File: config.mk
export PLATFORM = sky130hd
export DESIGN_NAME = bus_cycle_capture
export DESIGN_NICKNAME = d
export VERILOG_FILES = /design/src/rtl/bcc_pkg.sv /design/src/rtl/bcc_pipe.sv /design/src/rtl/bcc_cycle_core.sv /design/src/rtl/bus_cycle_capture.sv
export SDC_FILE = /design/constraint.sdc
export NUM_CORES = 1
export LEC_CHECK = 0
export ABC_CLOCK_PERIOD_IN_PS = 2900
export BUFFER_PORTS_ARGS = -buffer_cell sky130_fd_sc_hd__buf_4
export CAP_MARGIN = 10
export CORE_ASPECT_RATIO = 1.4
export CORE_MARGIN = 2
export CORE_UTILIZATION = 55
export CTS_BUF_LIST = sky130_fd_sc_hd__clkbuf_8
export CTS_CLUSTER_DIAMETER = 40
export DETAILED_ROUTE_END_ITERATION = 16
export HOLD_SLACK_MARGIN = 0.06
export PLACE_DENSITY = 0.79
export SLEW_MARGIN = 20
export SYNTH_ARGS = -nofsm -noshare
export SYNTH_HDL_FRONTEND = slang
export SYNTH_SLANG_ARGS = --single-unit
File: constraint.sdc
create_clock -name clk -period 2.9 [get_ports clk]
set_clock_uncertainty 0.15 [all_clocks]
set_input_delay 0.145 -clock clk [delete_from_list [all_inputs] [get_ports clk]]
set_output_delay 0.145 -clock clk [all_outputs]
set_load 0.005 [all_outputs]
File: src/rtl/bcc_pkg.sv
// Package: shared types for the memory bus cycle capture block.
// Assumes: strobes are active low and sampled together.
package bcc_pkg;

    // One synchronized sample of the three bus strobes.
    typedef struct packed {
        logic ce_n;
        logic oe_n;
        logic we_n;
    } bus_ctl_t;

    localparam int CTL_W = $bits(bus_ctl_t);

endpackage

File: src/rtl/bcc_pipe.sv
// Module: bcc_pipe
// A chain of STAGES registers. It serves as a synchronizer for the
// asynchronous strobes and as the matching delay line for the address and
// data buses, so that all samples of one clock stay aligned.
// Assumes: STAGES >= 1; reset is synchronous and active low.
module bcc_pipe #(
    parameter int             W       = 3,
    parameter int             STAGES  = 2,
    parameter logic [W-1:0]   RST_VAL = '0
) (
    input  logic         clk,
    input  logic         rst_n,
    input  logic [W-1:0] d,
    output logic [W-1:0] q
);

    logic [W-1:0] stg [STAGES];

    genvar i;
    generate
        for (i = 0; i < STAGES; i++) begin : g_stage
            if (i == 0) begin : g_first
                // Take the raw input into the first register.
                always_ff @(posedge clk) begin
                    if (!rst_n) stg[0] <= RST_VAL;
                    else        stg[0] <= d;
                end
            end else begin : g_next
                // Shift the previous stage forward by one clock.
                always_ff @(posedge clk) begin
                    if (!rst_n) stg[i] <= RST_VAL;
                    else        stg[i] <= stg[i-1];
                end
            end
        end
    endgenerate

    assign q = stg[STAGES-1];

endmodule

File: src/rtl/bcc_cycle_core.sv
// Module: bcc_cycle_core
// Decodes bus cycles from aligned strobe, address and data samples.
// It compares each sample with the one before it to find where a write
// interval or a read interval starts and ends, latches address and data at
// those points, and issues one-clock events. A read that collides with the
// end of a write is held back by one clock.
// Assumes: inputs are already synchronous and aligned; prot_track changes
// only while chip select is high.
module bcc_cycle_core
    import bcc_pkg::*;
#(
    parameter int ADDR_W = 19,
    parameter int DATA_W = 8
) (
    input  logic              clk,
    input  logic              rst_n,
    input  bus_ctl_t          ctl_s,
    input  logic [ADDR_W-1:0] addr_s,
    input  logic [DATA_W-1:0] data_s,
    input  logic              prot_track,
    output logic              dq_oe,
    output logic              write_evt,
    output logic [ADDR_W-1:0] wr_addr,
    output logic [DATA_W-1:0] wr_data,
    output logic              read_evt,
    output logic [ADDR_W-1:0] rd_addr
);

    bus_ctl_t          ctl_p;
    logic [ADDR_W-1:0] addr_p;
    logic [DATA_W-1:0] data_p;
    logic [ADDR_W-1:0] wa_hold;
    logic              armed;
    logic              pend;
    logic [ADDR_W-1:0] pend_addr;

    logic wsel, wsel_p, rsel, rsel_p;
    logic w_start, w_end, r_start, r_end;
    logic wr_fire, rd_req;
    logic [ADDR_W-1:0] rd_req_addr;

    // Interval decode on the current and the previous sample.
    assign wsel    = !ctl_s.ce_n && !ctl_s.we_n;
    assign wsel_p  = !ctl_p.ce_n && !ctl_p.we_n;
    assign rsel    = !ctl_s.ce_n && !ctl_s.oe_n && ctl_s.we_n;
    assign rsel_p  = !ctl_p.ce_n && !ctl_p.oe_n && ctl_p.we_n;
    assign w_start = wsel && !wsel_p;
    assign w_end   = !wsel && wsel_p;
    assign r_start = rsel && !rsel_p;
    assign r_end   = !rsel && rsel_p;
    assign wr_fire = w_end && armed;

    // Output buffers drive only when selected and output enable is low.
    assign dq_oe = !ctl_s.ce_n && !ctl_s.oe_n;

    // Choose which read edge reports, and which address it carries.
    always_comb begin
        if (prot_track) begin
            rd_req      = r_end;
            rd_req_addr = addr_p;
        end else begin
            rd_req      = r_start;
            rd_req_addr = addr_s;
        end
    end

    // Keep the previous sample for edge detection and end-of-interval data.
    always_ff @(posedge clk) begin
        if (!rst_n) begin
            ctl_p  <= '{ce_n: 1'b1, oe_n: 1'b1, we_n: 1'b1};
            addr_p <= '0;
            data_p <= '0;
        end else begin
            ctl_p  <= ctl_s;
            addr_p <= addr_s;
            data_p <= data_s;
        end
    end

    // Track whether the current write interval is still valid (OE high throughout).
    always_ff @(posedge clk) begin
        if (!rst_n)                   armed <= 1'b0;
        else if (w_start)             armed <= ctl_s.oe_n;
        else if (wsel && !ctl_s.oe_n) armed <= 1'b0;
        else if (w_end)               armed <= 1'b0;
    end

    // Latch the write address where the later strobe falls.
    always_ff @(posedge clk) begin
        if (!rst_n)       wa_hold <= '0;
        else if (w_start) wa_hold <= addr_s;
    end

    // Issue the write event with the last data inside the interval.
    always_ff @(posedge clk) begin
        if (!rst_n) begin
            write_evt <= 1'b0;
            wr_addr   <= '0;
            wr_data   <= '0;
        end else begin
            write_evt <= wr_fire;
            if (wr_fire) begin
                wr_addr <= wa_hold;
                wr_data <= data_p;
            end
        end
    end

    // Hold back a read that collides with a write event by one clock.
    always_ff @(posedge clk) begin
        if (!rst_n) begin
            pend      <= 1'b0;
            pend_addr <= '0;
        end else begin
            pend <= wr_fire && rd_req;
            if (wr_fire && rd_req) pend_addr <= rd_req_addr;
        end
    end

    // Issue the read event, a held-back read first.
    always_ff @(posedge clk) begin
        if (!rst_n) begin
            read_evt <= 1'b0;
            rd_addr  <= '0;
        end else begin
            read_evt <= pend || (rd_req && !wr_fire);
            if (pend)                   rd_addr <= pend_addr;
            else if (rd_req && !wr_fire) rd_addr <= rd_req_addr;
        end
    end

    // the two event kinds never share a clock.
    a_r9_no_overlap: assert property (@(posedge clk) disable iff (!rst_n)
        !(write_evt && read_evt));

    // a write event lasts exactly one clock.
    a_r8_wr_pulse: assert property (@(posedge clk) disable iff (!rst_n)
        write_evt |=> !write_evt);

    // two deselected samples in a row give no event in the next clock.
    a_r1_deselect: assert property (@(posedge clk) disable iff (!rst_n)
        (ctl_s.ce_n && ctl_p.ce_n) |=> !(write_evt || read_evt));

    // a write event needs output enable high in the last selected sample.
    a_r5_inhibit: assert property (@(posedge clk) disable iff (!rst_n)
        write_evt |-> $past(ctl_p.oe_n));

endmodule

File: src/rtl/bus_cycle_capture.sv
// Module: bus_cycle_capture (top)
// Front end for an asynchronous byte-wide memory port. It synchronizes the
// strobes, delays the buses by the same depth and hands the aligned samples
// to the cycle decoder.
// Assumes: the buses are stable around strobe edges for at least one clock;
// prot_track changes only while ce_n is high.
module bus_cycle_capture
    import bcc_pkg::*;
#(
    parameter int ADDR_W      = 19,
    parameter int DATA_W      = 8,
    parameter int SYNC_STAGES = 2
) (
    input  logic              clk,
    input  logic              rst_n,
    input  logic              ce_n,
    input  logic              oe_n,
    input  logic              we_n,
    input  logic [ADDR_W-1:0] bus_addr,
    input  logic [DATA_W-1:0] bus_data,
    input  logic              prot_track,
    output logic              dq_oe,
    output logic              write_evt,
    output logic [ADDR_W-1:0] wr_addr,
    output logic [DATA_W-1:0] wr_data,
    output logic              read_evt,
    output logic [ADDR_W-1:0] rd_addr
);

    localparam int BUS_W = ADDR_W + DATA_W;

    bus_ctl_t          ctl_raw, ctl_s;
    logic [BUS_W-1:0]  bus_s;

    assign ctl_raw = '{ce_n: ce_n, oe_n: oe_n, we_n: we_n};

    bcc_pipe #(.W(CTL_W), .STAGES(SYNC_STAGES), .RST_VAL({CTL_W{1'b1}})) u_ctl_sync (
        .clk   (clk),
        .rst_n (rst_n),
        .d     (ctl_raw),
        .q     (ctl_s)
    );

    bcc_pipe #(.W(BUS_W), .STAGES(SYNC_STAGES), .RST_VAL('0)) u_bus_dly (
        .clk   (clk),
        .rst_n (rst_n),
        .d     ({bus_addr, bus_data}),
        .q     (bus_s)
    );

    bcc_cycle_core #(.ADDR_W(ADDR_W), .DATA_W(DATA_W)) u_core (
        .clk        (clk),
        .rst_n      (rst_n),
        .ctl_s      (ctl_s),
        .addr_s     (bus_s[BUS_W-1:DATA_W]),
        .data_s     (bus_s[DATA_W-1:0]),
        .prot_track (prot_track),
        .dq_oe      (dq_oe),
        .write_evt  (write_evt),
        .wr_addr    (wr_addr),
        .wr_data    (wr_data),
        .read_evt   (read_evt),
        .rd_addr    (rd_addr)
    );

endmodule

# Word-level counts from Yosys, hierarchy flattened
# Memory sizes are Yosys's and may differ from the RTL's.
# Cells that the tools add are included.
totals:
  regBits: 118
  ramBits: 60
  input_bits: 33
  output_inout_bits: 49
  elab_cells: 61
  n_memories: 2
classes:
  mux: 13
  bitwise: 4
  n_reduce_logical: 28
memory_table:
  columns: ["memory", "words", "word_bits", "rd", "rd_clocked_by_memory_dff", "wr", "line", "rtl"]
  rows:
  - ["u_bus_dly.stg", 2, 27, 2, 0, 2, "bcc_pipe.sv:17", "logic [W-1:0] stg [STAGES];"]
  - ["u_ctl_sync.stg", 2, 3, 2, 0, 2, "bcc_pipe.sv:17", null]
ops:
  columns: ["cell", "n"]
  rows:
  - ["19-bit 2-to-1 mux", 3]
  - ["27-bit 2-to-1 mux", 2]
  - ["1-bit logical AND", 14]
  - ["1-bit logical NOT", 11]
  - ["1-bit 2-to-1 mux", 6]
  - ["3-bit 2-to-1 mux", 2]
  - ["1-bit bitwise OR", 4]
  - ["3-bit nonzero test", 1]
  - ["2-bit nonzero test", 1]
  - ["1-bit logical OR", 1]

# Depth between registers and ports, before layout
# Gate-level depths: netlist of the first run.
depth:
  ltp_word: 9
  ltp_mapped: 7

# Cells and area by module
# Synthesis of the first run repeated with hierarchy kept, for this count alone.
unflattened:
  cells_unflattened: 615
  hier_area_um2: 6417.4
by_module_without_submodules:
  columns: ["module", "n_inst", "cells_each", "area_each_um2", "seq_area_each_um2"]
  rows:
  - ["bcc_cycle_core", 1, 490, 4748.3, 2362.3]
  - ["bcc_pipe at u_bus_dly", 1, 113, 1511.4, 1081.0]
  - ["bcc_pipe at u_ctl_sync", 1, 12, 157.7, 120.1]

# Worst setup path before layout of the first run
# Ideal clock, no wire load.
synth_path:
  path_type: "register to register"
  from: "mem u_ctl_sync.stg[16][2], in the netlist u_ctl_sync.stg[1][2]"
  to: "reg u_core.rd_addr[10]"
  t_arrival_ps: 1719
  required_ps: 2620
  path_slack_ps: 900
  stages_incl_launch_ff: 8
  path_buffers: 3
  period_less_slack_ps: 2000
  cell_sequence: "dfxtp_1 > clkbuf_2 > or3b_4 > or3_1 > buf_6 > a21oi_4 > buf_6 > o211ai_1"
synth_lines:
  columns: ["item", "line", "rtl"]
  rows:
  - ["start: declaration", "bcc_pipe.sv:17", null]
  - ["end signal: assignment", "bcc_cycle_core.sv:127", "if (pend) rd_addr <= pend_addr;"]
  - ["end signal: assignment", "bcc_cycle_core.sv:128", "else if (rd_req && !wr_fire) rd_addr <= rd_req_addr;"]
  - ["end: declaration", "bcc_cycle_core.sv:26", "output logic [ADDR_W-1:0] rd_addr"]

# Final worst setup path of the first run
layout_path:
  from: "reg u_core.ctl_p[2] (netlist bit)"
  to: "reg u_core.rd_addr[13]"
layout_between:
  elab_chain_len: 8
  word_cells_on_any_way: 13
  cone_classes: "mux (1); reduce/logical (12)"
layout_lines:
  columns: ["item", "line", "rtl"]
  rows:
  - ["start: declaration", "bcc_cycle_core.sv:29", "bus_ctl_t ctl_p;"]
  - ["start signal: assignment", "bcc_cycle_core.sv:70", "ctl_p <= '{ce_n: 1'b1, oe_n: 1'b1, we_n: 1'b1};"]
  - ["start signal: assignment", "bcc_cycle_core.sv:74", "ctl_p <= ctl_s;"]
  - ["1-bit logical NOT (*)", "bcc_cycle_core.sv:44, bcc_cycle_core.sv:46", null]
  - ["1-bit logical AND (2 in a row)", "bcc_cycle_core.sv:46", "assign rsel_p = !ctl_p.ce_n && !ctl_p.oe_n && ctl_p.we_n;"]
  - ["1-bit logical NOT", "bcc_cycle_core.sv:49", "assign r_start = rsel && !rsel_p;"]
  - ["1-bit logical AND", "bcc_cycle_core.sv:49", null]
  - ["1-bit 2-to-1 mux", "bcc_cycle_core.sv:58", "if (prot_track) begin"]
  - ["1-bit logical AND (*)", "bcc_cycle_core.sv:128", null]
  - ["2-bit nonzero test (no source line) (*)", null, null]
# Every way passes the cells marked *; elsewhere a longest branch is shown, timed or not.
# A chain may end at the register's enable or synchronous reset.

==> key figures, run 1 <==
Status
  – Status: finished clean

Critical path
  – Crit start category: register
  – CP max stage cell: a21oi_4
  – CP required: 3.04 ns
  – Critical path depth: 4
  – RR Startpoint: u_core.ctl_p[2]
  – Reg-to-reg endpoint: u_core.rd_addr[13]
  – WP buf/inv: 0
  – Critical path type: register to register
  – Crit path largest cell delay: 0.55 ns
  – Max Fanout on Critical Path: 18
  – Critical path endpoint category: register
  – R2r setup slk: 0.52 ns
  – Critical Path, Cell by Cell: nor3b_1 -> nand3_1 -> a21oi_4 -> o211ai_1
  – Cell family with most CP delay: simple AND/OR/NAND/NOR gates
  – Critical Path AT: 2.52 ns
  – Depth of the most critical reg-to-reg path: 4
  – CP startpoint: u_core.ctl_p[2]
  – Worst setup path end: u_core.rd_addr[13]

Die
  – Chip height: 130 um
  – Die Outline Area: 0.0122 mm2
  – CORE AREA: 0.0112 mm2
  – Initial Util: 0.556
  – Site row count: 46
  – I/O pin count: 82
  – DIE WIDTH: 94.0 um

Yosys
  – Warnings from Yosys: 0
  – Yosys top cell area share: 0.571
  – Yosys reg bits: 178
  – Syn Inst Count: 640
  – Area of the mapped netlist: 0.00624 mm2
  – Cell accounting for the most synthesized area: dfxtp_1
  – Avg Inst Size Synth: 9.75 um2
  – Synth area leaders: dfxtp_1, and2_1, o211ai_1, nand2_1, a21oi_1
  – Register area share after synthesis: 0.571
  – Netlist cell types: 33
  – Post-Synthesis Net Count: 673

Global routing
  – Largest net degree at the start of global routing: 93
  – Total grt overflow: 0
  – Antenna violations before repair: 0
  – Routing usage on met3: 0.0583
  – Vias in the first global route: 4545
  – First-pass GRT wire length: 21000 um
  – Met1 GRT Util: 0.267
  – GRT Overall Usage: 0.215
  – Grt met2 use: 0.358
  – GRT Max-Usage Layer: met2

Flow run
  – Max-cap violations: 0

Route
  – DR vias: 4595
  – Pre-antenna DRT Iters: 6
  – Drc violations: 0
  – Via density: 5.19
  – Avg WL per Cell: 13.9 um
  – Routed wire length: 12300 um
  – 1st-iter DRT viols: 204
  – Routed Antenna Nets: 0

Hold path
  – Hold Path Class: primary input to register

Placement
  – Buffers on Ports: 81
  – Final HPWL DP: 7790 um
  – GPL Wtd Cong: 0.829

Timing
  – Rel. slew slack: 0.477
  – Fmax: 0.421 GHz
  – Final Hold Viols: 0
  – Fin. max-slew vios: 0
  – Setup-failing EPs final: 0
  – Hold_ws: 0.247 ns
  – Tcrit/Tclk final: 0.819
  – Worst-margin pin slew: 0.782 ns
  – RSZ-0062 raised after global routing: no
  – Total negative slack: 0 ns
  – Min Tclk post-route: 2.38 ns

CTS
  – Clk slew on worst S/H paths: 0.08 ns
  – Max Root-Sink Buffers: 2
  – Post-CTS sizing: 0
  – CTS tree: built
  – Post-CTS Setup Inserts: 0
  – Clk sinks: 178
  – Root Buffer: clkbuf_8
  – Cts bufs inserted: 17
  – H-Tree Depth: 4
  – Clock latency on the worst-skew pair: 0.43 ns
  – Cts hold-fix bufs: 34

Cells and area
  – ANT cells: 0
  – Area Growth Syn to Fin: 22.3%
  – Nets: 762
  – Layout cell share with drive strength beyond 1: 0.174

Pwr
  – P_leak: 0.00311 uW
  – Peak VDD IR: 0.000391 V
  – Final Power: 4330 uW
  – PD cells: 567 mW/mm2
per-stage QoR:
step            util  area (um2)  worst slack (ns)  instances
2_1_floorplan      -        6240             0.900        640
5_1_grt        0.680        7630             0.254        886
3_5_place_dp   0.613        6890             0.540        820
4_1_cts        0.680        7630             0.514        886
6_report       0.680        7630             0.524        886
3_3_place_gp   0.613        6880             0.710        820
where the power goes:
part           switching [uW]  total [uW]  internal [uW]
sequential               21.3        2510           2490
combinational            82.9         180           97.5
clock                     798        1630            837
flip-flops by register name (all words and copies together) (netlist names), 8 cells and up:
name and cells:
u_bus_dly.stg 54, u_core.pend_addr 19, u_core.addr_p 19, u_core.wr_addr 19
u_core.rd_addr 19, u_core.data_p 8, u_core.wa_hold 19, u_core.wr_data 8
worst reg2reg max path, delay by kind of cell (launching register included):
kind	cells	cell delay, ns
simple gates	2	1.03
compound gates	2	0.73
flops	1	0.33
placed cells by master (no fill, tap or decap), types with 4 or more instances in the layout:
cell	count
dfxtp_1	178
nand2_1	95
buf_4	90
and2_1	81
o211ai_1	50
a21oi_1	47
dlygate4sd3_1	34
clkbuf_8	24
nor2_1	19
nand3_1	18
o211a_1	17
nand3b_1	17
mux2i_1	16
nand2b_1	10
a211oi_1	9
inv_1	4
area by class of cell:
cell class	count	area (um2)
flip-flops and latches	178	3560
repair buffers	124	1020
multi-input cells	404	2450
clock inverters	8	75.1
clock buffers	24	330
fillers	870	3590
well taps	144	180
inverters	4	15.0
metal layers:
metal  vias to the layer above  part of all wire
met4                         0             0.012
li1                       2340                 -
met3                        11             0.042
met2                       103              0.51
met1                      2141              0.44
met5                         -                 0
cells by family (layout without fill, tap and decap cells):
group	after synthesis	in the layout	share of synthesized area
AO/OA/AOI/OAI	133	133	0.151
AND/OR/NAND/NOR	252	252	0.208
flip-flops	178	178	0.571
multiplexers	19	19	0.0311
buffers and inverters	58	160	0.0391
how the worst min path moves through the flow:
| stage | start | to | slack [ns] | cells after the start |
|---|---|---|---|---|
| after detailed placement | we_n | u_ctl_sync.stg[0][0] | 0.19 | 2 |
| after CTS | prot_track | u_core.pend_addr[18] | 0.22 | 4 |
| final | prot_track | u_core.pend_addr[18] | 0.25 | 4 |
| after global routing | prot_track | u_core.pend_addr[18] | 0.25 | 4 |
| after floorplan | we_n | u_ctl_sync.stg[0][0] | 0.1 | 1 |
| after global placement | oe_n | u_ctl_sync.stg[0][1] | 0.18 | 2 |
Yosys cell counts:
cell,n
a211oi_1,9
a21oi_1,47
a21oi_4,2
a311o_1,2
and2_1,81
and3_1,3
buf_1,1
buf_2,2
buf_6,3
clkbuf_1,47
clkbuf_2,1
clkinv_1,1
dfxtp_1,178
inv_1,3
mux2_2,3
mux2i_1,16
nand2_1,95
nand2b_1,10
nand3_1,18
nand3b_1,17
nor2_1,19
nor2b_1,3
nor3_1,1
nor3_2,1
nor3b_1,1
o2111ai_1,1
o211a_1,17
o211ai_1,50
o21a_1,1
o21ai_0,3
o311ai_0,1
or3_1,2
or3b_4,1
No activity file was read; power rests on OpenSTA's default activity.
==> inputs of run 2 (changes only) <==
Settings changed: ABC_CLOCK_PERIOD_IN_PS 2900 to 2100, CORE_UTILIZATION 55 to 53.
Clock period 2.9 ns to 2.1 ns, I/O delays scaled along.
==> run 2 against run 1 <==
Compared with the run above: total power increased by 40%; flip-flop and latch count unchanged; cell count increased by 0.68%; highest routed layer unchanged; clock-buffer cell count decreased by 3; first-iteration DRC count increased by 6.4%; utilization decreased by 0.13 points; routed wire length increased by 1.7%; via count increased by 2.9%; combinational power increased by 41%; critical endpoint is now u_core.rd_addr[4]; non-clock buffer count increased by 6; global-route usage decreased by 0.59 points; sequential power increased by 38%; largest power group unchanged.
==> key figures, run 2 (same netlist as run 1, synthesis figures left out) <==
Die
  – Initial Util: 0.548
  – Site row count: 46
  – Chip height: 132 um
  – DIE WIDTH: 95.7 um
  – I/O pin count: 82
  – CORE AREA: 0.0114 mm2
  – Die Outline Area: 0.0127 mm2

Route
  – Pre-antenna DRT Iters: 5
  – Avg WL per Cell: 14.0 um
  – 1st-iter DRT viols: 217
  – DR vias: 4730
  – Via density: 5.30
  – Routed Antenna Nets: 0
  – Routed wire length: 12500 um
  – Drc violations: 0

Cells and area
  – Commonest non-fill, non-tap cell in the layout: dfxtp_1
  – Top reg by flops: u_bus_dly.stg
  – ANT cells: 0
  – Final Util: 0.679
  – Max reg flops: 54
  – Area Growth Syn to Fin: 23.9%
  – Fill count: 891
  – Nets: 768
  – Commonest cells after routing, fill and taps aside: dfxtp_1, nand2_1, buf_4, and2_1, o211ai_1
  – Area taken by multi-input logic gates: 0.00244 mm2
  – Layout cell share with drive strength beyond 1: 0.186
  – Register area: 0.00356 mm2

Critical path
  – Critical path endpoint category: register
  – CP required: 2.27 ns
  – Critical path type: register to register
  – Critical Path AT: 2.18 ns
  – Max Fanout on Critical Path: 18
  – Crit start category: register

CTS
  – Max Root-Sink Buffers: 2
  – Cts bufs inserted: 17
  – CTS tree: built
  – Clk sinks: 178
  – Root Buffer: clkbuf_8
  – Clk slew on worst S/H paths: 0.09 ns
  – H-Tree Depth: 4
  – Clock latency on the worst-skew pair: 0.44 ns

Global routing
  – Antenna violations before repair: 0
  – Vias in the first global route: 4569
  – Largest net degree at the start of global routing: 88
  – First-pass GRT wire length: 21000 um
  – Total grt overflow: 0
  – GRT Overall Usage: 0.209

Timing
  – Worst-margin pin slew: 0.714 ns
  – Hold_ws: 0.195 ns
  – Setup-failing EPs final: 0
  – Final Hold Viols: 0
  – Worst setup margin: 0.0859 ns
  – Tcrit/Tclk final: 0.959
  – Rel. slew slack: 0.524
  – Total negative slack: 0 ns
  – Min Tclk post-route: 2.01 ns
  – Fmax: 0.496 GHz
  – RSZ-0062 raised after global routing: no
  – Fin. max-slew vios: 0

Status
  – Status: finished clean

Flow run
  – Max-cap violations: 0

Placement
  – Final HPWL DP: 8110 um
  – Pre-CTS WS: 0.00478 ns
  – Buffers on Ports: 81
  – GPL Wtd Cong: 0.773

Pwr
  – Final Power: 6070 uW
  – Peak VDD IR: 0.000554 V
  – PD cells: 785 mW/mm2
  – P_leak: 0.00317 uW

Hold path
  – Hold Path Class: primary input to register
## run 2: cell count changes in the layout (fill, tap and decap cells not counted)
| cell | delta |
|---|---|
| nor3_2 | +1 |
| buf_12 | +5 |
| nor3_4 | -1 |
| clkinv_4 | +1 |
| dlygate4sd3_1 | -3 |
| bufinv_16 | +1 |
| inv_1 | -1 |
| clkbuf_8 | -3 |
| clkinv_2 | +1 |
| clkinvlp_4 | -1 |
| buf_4 | +4 |
| inv_6 | +2 |
## run 2: through the flow
step                      instances  area, um2
after floorplan                 640       6240
after global placement          828       6990
after detailed placement        828       6990
after CTS                       892       7730
after global routing            892       7730
final                           892       7730
## run 2: what timing repair did
action | 4_1_cts | 5_1_grt
endpoints found under the hold margin | 41 | 0
resized for setup | 0 | 0
hold buffers | 31 | 0
setup endpoints to repair | 11 | 0
buffers inserted | 1 | 0
## run 2: layout make-up
class	count	share of cell area
multi-input combinational	404	0.316
clock buffer	21	0.0374
clock inverter	11	0.0162
timing repair buffer	130	0.144
tap	144	0.0233
inverter	4	0.00194
sequential	178	0.461
## run 2: path summary, 6_finish.rpt
check,depth (start not counted),to,slack (ns),start
max,5,u_core.rd_addr[4],0.09,u_ctl_sync.stg[1][0]
min,4,u_core.pend_addr[15],0.19,prot_track
max reg2reg,5,u_core.rd_addr[4],0.09,u_ctl_sync.stg[1][0]
min reg2reg,1,u_ctl_sync.stg[1][0],0.26,u_ctl_sync.stg[0][0]
## run 2: where the power goes
| group | switching, uW | leakage [uW] | internal, uW |
|---|---|---|---|
| Sequential | 25.1 | 0.00145 | 3440 |
| Combinational | 117 | 0.00151 | 137 |
| Clock | 1160 | 0.000209 | 1190 |
## run 2: routing by layer
| metal | vias up | GRT usage | share of wire |
|---|---|---|---|
| met5 | - | 0 | 0 |
| met4 | 0 | 0.0817 | 0.020 |
| met3 | 21 | 0.0526 | 0.047 |
| met2 | 129 | 0.346 | 0.50 |
| met1 | 2223 | 0.258 | 0.43 |
| li1 | 2357 | - | - |
## run 2: critical path, stage by stage (launching register included)
cell	delay, ns
dfxtp_1	0.35
or3b_4	0.42
or3_1	0.50
a21oi_4	0.21
buf_12	0.16
o211ai_1	0.11
==> inputs of run 3 (changes only) <==
--- a/config.mk
+++ b/config.mk
@@ -11,12 +11,13 @@
 export CORE_ASPECT_RATIO = 1.4
 export CORE_MARGIN = 2
-export CORE_UTILIZATION = 53
+export CORE_UTILIZATION = 54
 export CTS_BUF_LIST = sky130_fd_sc_hd__clkbuf_8
 export CTS_CLUSTER_DIAMETER = 40
 export DETAILED_ROUTE_END_ITERATION = 16
 export HOLD_SLACK_MARGIN = 0.06
-export PLACE_DENSITY = 0.79
+export PLACE_DENSITY = 0.8
 export SLEW_MARGIN = 20
 export SYNTH_ARGS = -nofsm -noshare
 export SYNTH_HDL_FRONTEND = slang
+export SYNTH_HIERARCHICAL = 1
 export SYNTH_SLANG_ARGS = --single-unit
==> constraint.sdc (replaced) <==
create_clock -name clk -period 2.1 [get_ports clk]
set_clock_uncertainty 0.15 [all_clocks]
set_input_delay 0.105 -clock clk [delete_from_list [all_inputs] [get_ports clk]]
set_output_delay 0.105 -clock clk [all_outputs]
set_load 0.01 [all_outputs]
==> run 3 against run 2 <==
Compared with the run above: worst hold slack worse by 0.091 ns; setup slack better by 0.066 ns; non-clock buffer count down 10; synthesized area grew 2.8%; flip-flop and latch count stayed put; utilization shrank 0.94 points; cell area rose by 1.3%; via count shrank 6.3%; synthesized cell count decreased by 3.9%.
==> key figures, run 3 <==
Status
  – Status: finished clean

Placement
  – Pre-CTS WS: 0.164 ns
  – Buffers on Ports: 81
  – GPL Wtd Cong: 0.764
  – Final HPWL DP: 7220 um
  – Area after DPL: 0.00714 mm2
  – Placed Instances: 801

Timing
  – Total negative slack: 0 ns
  – Min Tclk post-route: 1.95 ns
  – Rel. slew slack: 0.531
  – RSZ-0062 raised after global routing: no
  – Tcrit/Tclk final: 0.928
  – Fmax: 0.513 GHz
  – Fin. max-slew vios: 0
  – Final Hold Viols: 0
  – Worst setup margin: 0.151 ns
  – Worst-margin pin slew: 0.704 ns
  – Setup-failing EPs final: 0

Route
  – Pre-antenna DRT Iters: 6
  – Met1 WL: 5140 um
  – Via density: 5.14
  – Routed wire length: 11700 um
  – DR vias: 4434
  – Avg WL per Cell: 13.6 um
  – Drc violations: 0
  – Routed Antenna Nets: 0
  – Routed wl met2: 5900 um
  – 1st-iter DRT viols: 176
  – Top Layer Used: met4
  – Met3 wire len: 564 um

Cells and area
  – Layout cell share with drive strength beyond 1: 0.253
  – Area Growth Syn to Fin: 22.0%
  – Commonest cells after routing, fill and taps aside: dfxtp_1, buf_4, o211ai_1, nand2_1, and2_2
  – ANT cells: 0
  – Final non-filler cell total: 862
  – Fin area: 0.00783 mm2
  – Nets: 738
  – Max reg flops: 54
  – Top reg by flops: u_bus_dly/stg
  – Commonest non-fill, non-tap cell in the layout: dfxtp_1

Critical path
  – Max Fanout on Critical Path: 20
  – Crit start category: register
  – CP required: 2.27 ns
  – Critical Path AT: 2.11 ns
  – Critical path endpoint category: register
  – R2r setup slk: 0.15 ns
  – Critical path type: register to register

Die
  – CORE AREA: 0.0117 mm2
  – Initial Util: 0.548
  – Chip height: 133 um
  – DIE WIDTH: 96.1 um
  – Die Outline Area: 0.0128 mm2
  – Site row count: 47
  – I/O pin count: 82

Pwr
  – Peak VDD IR: 0.000564 V
  – PD cells: 763 mW/mm2
  – P_leak: 0.00322 uW

Yosys
  – Cell accounting for the most synthesized area: dfxtp_1
  – Synth area leaders: dfxtp_1, o211ai_1, and2_2, mux2i_1, a21boi_0
  – Register area share after synthesis: 0.555
  – Netlist cell types: 30
  – Yosys top cell area share: 0.555
  – Syn Inst Count: 615
  – Post-Synthesis Net Count: 650
  – Most frequent cell after synthesis: dfxtp_1
  – Warnings from Yosys: 6
  – Number of synthesized flops with an enable pin: 0
  – Area of the mapped netlist: 0.00642 mm2
  – Ys async rst share: 0
  – Yosys reg bits: 178
  – Ys flop type: dfxtp_1
  – Synth cell count leaders: dfxtp_1, o211ai_1, nand2_1
  – Avg Inst Size Synth: 10.4 um2

Hold path
  – Hold Path Class: primary input to register

CTS
  – Clk sinks: 178
  – Post-CTS Setup Inserts: 0
  – Post-CTS sizing: 0
  – CTS tree: built
  – Clock latency on the worst-skew pair: 0.44 ns
  – Cts hold-fix bufs: 30
  – Root Buffer: clkbuf_8
  – Cts bufs inserted: 17
  – Clk slew on worst S/H paths: 0.09 ns
  – H-Tree Depth: 4
  – Max Root-Sink Buffers: 2

Global routing
  – First-pass GRT wire length: 19600 um
  – Antenna violations before repair: 0
  – Total grt overflow: 0
  – Largest net degree at the start of global routing: 197
  – Vias in the first global route: 4294
  – GRT Overall Usage: 0.192

Flow run
  – Max-cap violations: 0
run 3: changes by cell type in the layout (fill, tap and decap cells not counted), sizes merged, moves of 3 or more:
cell	delta
a21oi	-47
nand2	-39
a21boi	+28
mux2i	+22
nor2b	+16
a211oi	-9
buf	-9
o211ai	+8
clkbuf	-4
mux2	-3
run 3: worst max-delay path, cell delays in order (launching register included):
cell and delay [ns]:
dfxtp_1 0.34, or3b_4 0.42, or3_4 0.36, a21oi_1 0.14, buf_4 0.25, o211ai_1 0.14
run 3: report_power, final:
part           internal, uW  switching [uW]
logic                   152             107
registers              3440            25.1
clock network          1070            1180
total                  4660            1310
run 3: metrics by stage:
step / power [uW] / hold WS [ns] / utilization
finish: 5970 / 0.104 / 0.669
detailed placement: 3760 / 0.142 / 0.610
floorplan: 3680 / 0.0280 / -
global route: 6210 / 0.111 / 0.669
CTS: 6040 / 0.0679 / 0.669
global placement: 3750 / 0.139 / 0.610
run 3: logic make-up after synthesis:
group                      share of synthesized area
DFF                                            0.555
muxes                                         0.0593
buffers and inverters                         0.0347
and+or+nand+nor                                0.211
adders and majority gates                    0.00390
AOI/OAI and AO/OA                              0.136
run 3: area by class of cell:
type / count / area, um2
fill: 906 / 3870
sequential: 178 / 3560
multi-input combinational: 384 / 2640
timing repair buffer: 120 / 1050
clock buffer: 17 / 234
tap: 147 / 184
clock inverter: 14 / 155
inverter: 2 / 7.51
run 3: layer usage:
metal,track usage,vias up
met2,0.307,105
met3,0.0507,9
li1,-,2269
met4,0.0698,0
met5,0,-
met1,0.248,2051
run 3: path summary, 6_finish.rpt:
check | start | to | cells past startpoint
worst max-delay path | u_ctl_sync/stg[1][2] | u_core/rd_addr[14] | 5
worst min register to register | u_ctl_sync/stg[0][2] | u_ctl_sync/stg[1][2] | 1
worst min-delay path | prot_track | u_core/pend | 3
worst max register to register | u_ctl_sync/stg[1][2] | u_core/rd_addr[14] | 5
